### src/rtl/rect_copy_splitter.sv
module rect_copy_splitter #(
  parameter int AW         = 32,
  parameter int CW         = 16,
  parameter int PW         = 4,
  parameter int MAX_LINES  = 2047,
  parameter int PAGE_SHIFT = 12,
  localparam int LW        = $clog2(MAX_LINES + 1)
) (
  input  logic          clk,
  input  logic          rst_n,
  input  logic          req_valid,
  output logic          req_ready,
  input  logic          req_linear,
  input  logic [AW-1:0] req_size,
  input  logic [AW-1:0] req_src_base,
  input  logic [AW-1:0] req_dst_base,
  input  logic [AW-1:0] req_src_pitch,
  input  logic [AW-1:0] req_dst_pitch,
  input  logic [PW-1:0] req_bpp,
  input  logic [CW-1:0] req_src_x0,
  input  logic [CW-1:0] req_src_y0,
  input  logic [CW-1:0] req_src_x1,
  input  logic [CW-1:0] req_src_y1,
  input  logic [CW-1:0] req_dst_x0,
  input  logic [CW-1:0] req_dst_y0,
  input  logic [CW-1:0] req_dst_x1,
  input  logic [CW-1:0] req_dst_y1,
  output logic          cmd_valid,
  input  logic          cmd_ready,
  output logic [1:0]    cmd_op,
  output logic [AW-1:0] cmd_src_off,
  output logic [AW-1:0] cmd_dst_off,
  output logic [AW-1:0] cmd_src_pitch,
  output logic [AW-1:0] cmd_dst_pitch,
  output logic [AW-1:0] cmd_line_len,
  output logic [LW-1:0] cmd_lines,
  output logic          done,
  output logic          err
);
  localparam logic [1:0] OP_COPY = 2'd0;
  localparam logic [1:0] OP_NOP  = 2'd1;
  localparam logic [1:0] OP_OUT  = 2'd2;
  localparam logic [AW-1:0] PAGE = {{(AW-1){1'b0}}, 1'b1} << PAGE_SHIFT;

  typedef enum logic [1:0] {S_IDLE, S_COPY, S_NOP, S_OUT} state_t;

  state_t               st;
  logic [AW-1:0]        soff, doff, sp, dp, len, left;
  logic [PAGE_SHIFT-1:0] tail;
  logic                 done_q, err_q;

  logic          req_fire, cmd_fire, copy_st, in_tail, more, rect_bad, has_work;
  logic [LW-1:0] chunk;
  logic [AW-1:0] tail_w, s_start, d_start, len_start, left_start;
  logic [CW-1:0] s_w, s_h, d_w, d_h;

  assign s_w = req_src_x1 - req_src_x0;
  assign s_h = req_src_y1 - req_src_y0;
  assign d_w = req_dst_x1 - req_dst_x0;
  assign d_h = req_dst_y1 - req_dst_y0;

  assign req_ready = (st == S_IDLE);
  assign req_fire  = req_valid && req_ready;
  assign cmd_valid = (st != S_IDLE);
  assign cmd_fire  = cmd_valid && cmd_ready;
  assign copy_st   = (st == S_COPY);
  assign in_tail   = (left == '0);
  assign more      = (left != '0) || (tail != '0);
  assign tail_w    = AW'(tail);
  assign chunk     = (left > AW'(MAX_LINES)) ? LW'(MAX_LINES) : left[LW-1:0];

  assign rect_bad = (req_src_pitch == '0) || (req_dst_pitch == '0) ||
                    (s_w != d_w) || (s_h != d_h);

  assign s_start = req_linear ? req_src_base :
                   req_src_base + AW'(req_src_y0) * req_src_pitch + AW'(req_src_x0) * AW'(req_bpp);
  assign d_start = req_linear ? req_dst_base :
                   req_dst_base + AW'(req_dst_y0) * req_dst_pitch + AW'(req_dst_x0) * AW'(req_bpp);
  assign len_start  = req_linear ? PAGE : AW'(s_w) * AW'(req_bpp);
  assign left_start = req_linear ? (req_size >> PAGE_SHIFT) : AW'(s_h);
  assign has_work   = req_linear ? (req_size != '0) : (s_h != '0);

  assign cmd_op = (st == S_NOP) ? OP_NOP : (st == S_OUT) ? OP_OUT : OP_COPY;
  assign cmd_src_off   = copy_st ? soff : '0;
  assign cmd_dst_off   = copy_st ? doff : '0;
  assign cmd_src_pitch = copy_st ? (in_tail ? tail_w : sp) : '0;
  assign cmd_dst_pitch = copy_st ? (in_tail ? tail_w : dp) : '0;
  assign cmd_line_len  = copy_st ? (in_tail ? tail_w : len) : '0;
  assign cmd_lines     = copy_st ? (in_tail ? LW'(1) : chunk) : '0;
  assign done = done_q;
  assign err  = err_q;

  always_ff @(posedge clk) begin
    if (!rst_n) begin
      st     <= S_IDLE;
      soff   <= '0;
      doff   <= '0;
      sp     <= '0;
      dp     <= '0;
      len    <= '0;
      left   <= '0;
      tail   <= '0;
      done_q <= 1'b0;
      err_q  <= 1'b0;
    end else begin
      done_q <= 1'b0;
      err_q  <= 1'b0;
      unique case (st)
        S_IDLE: if (req_fire) begin
          if (!req_linear && rect_bad) begin
            err_q <= 1'b1;
          end else begin
            soff <= s_start;
            doff <= d_start;
            sp   <= req_linear ? PAGE : req_src_pitch;
            dp   <= req_linear ? PAGE : req_dst_pitch;
            len  <= len_start;
            left <= left_start;
            tail <= req_linear ? req_size[PAGE_SHIFT-1:0] : '0;
            if (has_work) st <= S_COPY;
            else done_q <= 1'b1;
          end
        end
        S_COPY: if (cmd_fire) begin
          if (!in_tail) begin
            left <= left - AW'(chunk);
            soff <= soff + sp * AW'(chunk);
            doff <= doff + dp * AW'(chunk);
          end else begin
            tail <= '0;
          end
          st <= S_NOP;
        end
        S_NOP: if (cmd_fire) st <= S_OUT;
        S_OUT: if (cmd_fire) begin
          if (more) st <= S_COPY;
          else begin
            st     <= S_IDLE;
            done_q <= 1'b1;
          end
        end
        default: st <= S_IDLE;
      endcase
    end
  end


  hold_stable_chk: assert property (@(posedge clk) disable iff (!rst_n)
    cmd_valid && !cmd_ready |=> cmd_valid && $stable(cmd_op) && $stable(cmd_src_off) &&
      $stable(cmd_dst_off) && $stable(cmd_src_pitch) && $stable(cmd_dst_pitch) &&
      $stable(cmd_line_len) && $stable(cmd_lines));


  copy_then_nop_chk: assert property (@(posedge clk) disable iff (!rst_n)
    cmd_fire && cmd_op == OP_COPY |=> cmd_valid && cmd_op == OP_NOP);


  nop_then_out_chk: assert property (@(posedge clk) disable iff (!rst_n)
    cmd_fire && cmd_op == OP_NOP |=> cmd_valid && cmd_op == OP_OUT);


  fence_zero_chk: assert property (@(posedge clk) disable iff (!rst_n)
    cmd_valid && cmd_op != OP_COPY |-> cmd_src_off == '0 && cmd_dst_off == '0 &&
      cmd_src_pitch == '0 && cmd_dst_pitch == '0 && cmd_line_len == '0 && cmd_lines == '0);


  lines_range_chk: assert property (@(posedge clk) disable iff (!rst_n)
    cmd_valid && cmd_op == OP_COPY |-> cmd_lines != '0 && cmd_lines <= LW'(MAX_LINES));


  busy_ready_chk: assert property (@(posedge clk) disable iff (!rst_n)
    cmd_valid |-> !req_ready);


  done_ready_chk: assert property (@(posedge clk) disable iff (!rst_n)
    done |-> req_ready && !cmd_valid);


  err_quiet_chk: assert property (@(posedge clk) disable iff (!rst_n)
    err |-> !cmd_valid && !done);
endmodule

### config.mk
export PLATFORM = sky130hd
export DESIGN_NAME = rect_copy_splitter
export DESIGN_NICKNAME = d
export VERILOG_FILES = /design/src/rtl/rect_copy_splitter.sv
export SDC_FILE = /design/constraint.sdc
export NUM_CORES = 2
export LEC_CHECK = 0
export ABC_CLOCK_PERIOD_IN_PS = 10650
export BUFFER_PORTS_ARGS = -buffer_cell sky130_fd_sc_hd__buf_2
export CORE_MARGIN = 2
export CORE_UTILIZATION = 42
export DETAILED_ROUTE_END_ITERATION = 8
export GPL_TIMING_DRIVEN = 0
export SYNTH_ARGS = -nofsm -noshare
export SYNTH_HDL_FRONTEND = slang
export SYNTH_SLANG_ARGS = --single-unit
### constraint.sdc
create_clock -name clk -period 10.65 [get_ports clk]
set_input_delay 1.065 -clock clk [delete_from_list [all_inputs] [get_ports clk]]
set_output_delay 1.065 -clock clk [all_outputs]
set_load 0.05 [all_outputs]
==> flow_metrics.tcl <==
set metrics [dict create \
    grt_pass1_vias 57952 \
    status "finished with violations" \
    wl_per_cell_um 27.37 \
    cts-root-buf "clkbuf_16" \
    cts_setup_buffers 0 \
    syn_area_um2 63890 \
    clockBufferDepth 2 \
    ys_types 84 \
    synth.area.top_cells "fa_1 41%, inv_1 10%, nand2_1 8.1%" \
    period_needed_ps 10240 \
    cts_tree "yes" \
    cp.arrival_ps 10690 \
    grt_pass1_wl_um 405200 \
    yosysSeqAreaShare_pct 6.142 \
    violations "max-capacitance violations, max-slew violations" \
    cpPeakStageDelay_ps 1160 \
    cts_made_buffers 17 \
    skew_ps 21.96 \
    hold_viol 0 \
    rr_startpoint "left[21]$_SDFFE_PN0P_" \
    worst_pin_slew_ps 1592 \
    synth_flop_cell "dfxtp_1" \
    grt.overflow.total 0 \
    remaining_drc_errors 0 \
    antenna_found_initial 36 \
    vias 56767 \
    holdCritStartpoint "soff[27]$_SDFFE_PN0P_" \
    ant_nets 0 \
    chipHeight_um 394.0 \
    grt_start_max_net_pins 20 \
    dr.pass1.iters 6 \
    grtUsageTotal_pct 36.34 \
    initial_utilization_pct 42.16 \
    via_per_inst 5.511 \
    synth_edf_count 0 \
    timing.setup.tns_ps 0 \
    dieArea_um2 155300 \
    clkTransAtPathRegs_ps 90 \
    syn_to_final_growth_pct 8.312 \
    yosys.area.top_type "fa_1" \
    portBuffers 416 \
    cts_resized 0 \
    syn_area_per_cell_um2 8.197 \
    slew_headroom_pct -6.807 \
    ys_seq_elements 196 \
    clock.fmax_ghz 0.09769 \
    boundaryPins 474 \
    worstPathRequired_ps 11100 \
    postCtsHoldBufs 0 \
    wirelength_um 281900 \
    core_area_um2 151500 \
    fp-row-count 143 \
    die_x_um 394.0 \
    crit_path_frequent_cell "fa_1" \
    h-tree-depth 4 \
    fin_nets 10248 \
    synth_warnings 0 \
    cts.sink_count 196 \
    worstSetupPathType "reg -> reg" \
    cp_max_fo 10 \
    dr.first_iter.drc_count 6261 \
    yosys.area.top_type_share_pct 41.36 \
    cp-end-kind "flip-flop" \
    setup_viol 0 \
    hold_class "reg -> reg" \
    drv_slew 16 \
    drive_above_1_share_pct 6.397 \
    drv_cap 5 \
    min_period_over_period_pct 96.11 \
    async_flop_share_pct 0 \
    dp_hpwl_um 237800 \
    critical_path.slowest_cell "clkbuf_1" \
    start_kind "flip-flop" \
    synth_cells 7794 \
    cp-startpoint "left[21]$_SDFFE_PN0P_" \
    synth.most_common_cell "inv_1" \
    synth_common_cells "1712 x inv_1, 1371 x nand2_1, 1320 x fa_1, 459 x and2_1, 389 x ha_1" \
    clk_latency_ps 530 \
    globalplace.congestion 1.041 \
    rsz0062_at_grt "false" \
]
-- stage by stage --
| stage | utilization (%) | hold slack (ps) | std cells | cell area (um^2) | setup WS [ps] |
|---|---|---|---|---|---|
| 6_report | 45.66 | 457.3 | 10300 | 69200 | 413.8 |
| 5_1_grt | 45.65 | 480.8 | 10293 | 69180 | 53.09 |
| 4_1_cts | 45.63 | 455.7 | 10284 | 69150 | 534.3 |
| 3_5_place_dp | 45.25 | 444.1 | 10253 | 68570 | 608.2 |
| 3_3_place_gp | 45.23 | 437.9 | 10251 | 68550 | 558.2 |
| 2_1_floorplan | - | 428.3 | 7805 | 63930 | 2491 |
-- critical path, delay by kind of cell, from the launching register on --
family	cells	cell delay, ps
buf+inv	6	2310
simple gates	6	1590
fa+ha+maj	6	2860
compound gates	10	2700
xor+xnor	1	250
flops	1	430
-- area by class of cell --
class                           instances  area, um^2
Sequential cell                       196        3924
Antenna cell                           16       40.04
Tap cell                             2030        2540
Buffer                                437        1814
Inverter                             1714        6434
Timing Repair Buffer                  418        2092
Fill cell                           15430       82350
Multi-Input combinational cell       5458       51770
Clock inverter                         14       158.9
Clock buffer                           17       425.4
-- metal layers --
layer | vias to the layer above | GRT usage (%) | share of wire, %
met5 | - | 0.8621 | 0.098
met2 | 3050 | 52.22 | 41
met3 | 622 | 11.24 | 12
li1 | 24245 | - | -
met4 | 16 | 18.88 | 6.2
met1 | 28834 | 49.00 | 41
-- flip-flops by register name, indices dropped and copies added (netlist names), 2 cells and up --
name and count:
len 20, st 2, sp 32, dp 32, doff 32, tail 12
soff 32, left 32
-- layout by cell type (no fill, tap or decap), types with 91 or more instances in the layout --
| cell | instances |
|---|---|
| mux2i_1 | 97 |
| o21ai_0 | 144 |
| nand2_1 | 1371 |
| buf_2 | 436 |
| a21oi_1 | 266 |
| xor2_1 | 107 |
| and2_1 | 459 |
| nor2_1 | 316 |
| inv_1 | 1712 |
| clkbuf_1 | 379 |
| ha_1 | 389 |
| fa_1 | 1320 |
| nor2b_1 | 91 |
| xnor2_1 | 189 |
| dfxtp_1 | 196 |
-- kinds of logic after synthesis --
logic type / count (synthesis) / share of synthesized area (%)
other: 1 / 0.005870
AND/OR/NAND/NOR: 2554 / 18.36
AO/OA/AOI/OAI: 782 / 7.824
multiplexers: 100 / 1.573
buffers and inverters: 2151 / 12.91
XOR/XNOR: 301 / 4.205
adder cells (fa/ha/maj): 1709 / 48.98
flip-flops: 196 / 6.142
-- worst paths after layout --
check / depth (start not counted) / slack, ps / endpoint
min: 2 / 460 / soff[27]$_SDFFE_PN0P_
max reg2reg: 29 / 410 / soff[28]$_SDFFE_PN0P_
min reg2reg: 2 / 460 / soff[27]$_SDFFE_PN0P_
max: 29 / 410 / soff[28]$_SDFFE_PN0P_
Power is not shown: default switching activity piles up to over one toggle a cycle in this logic, so the estimate is an artifact.
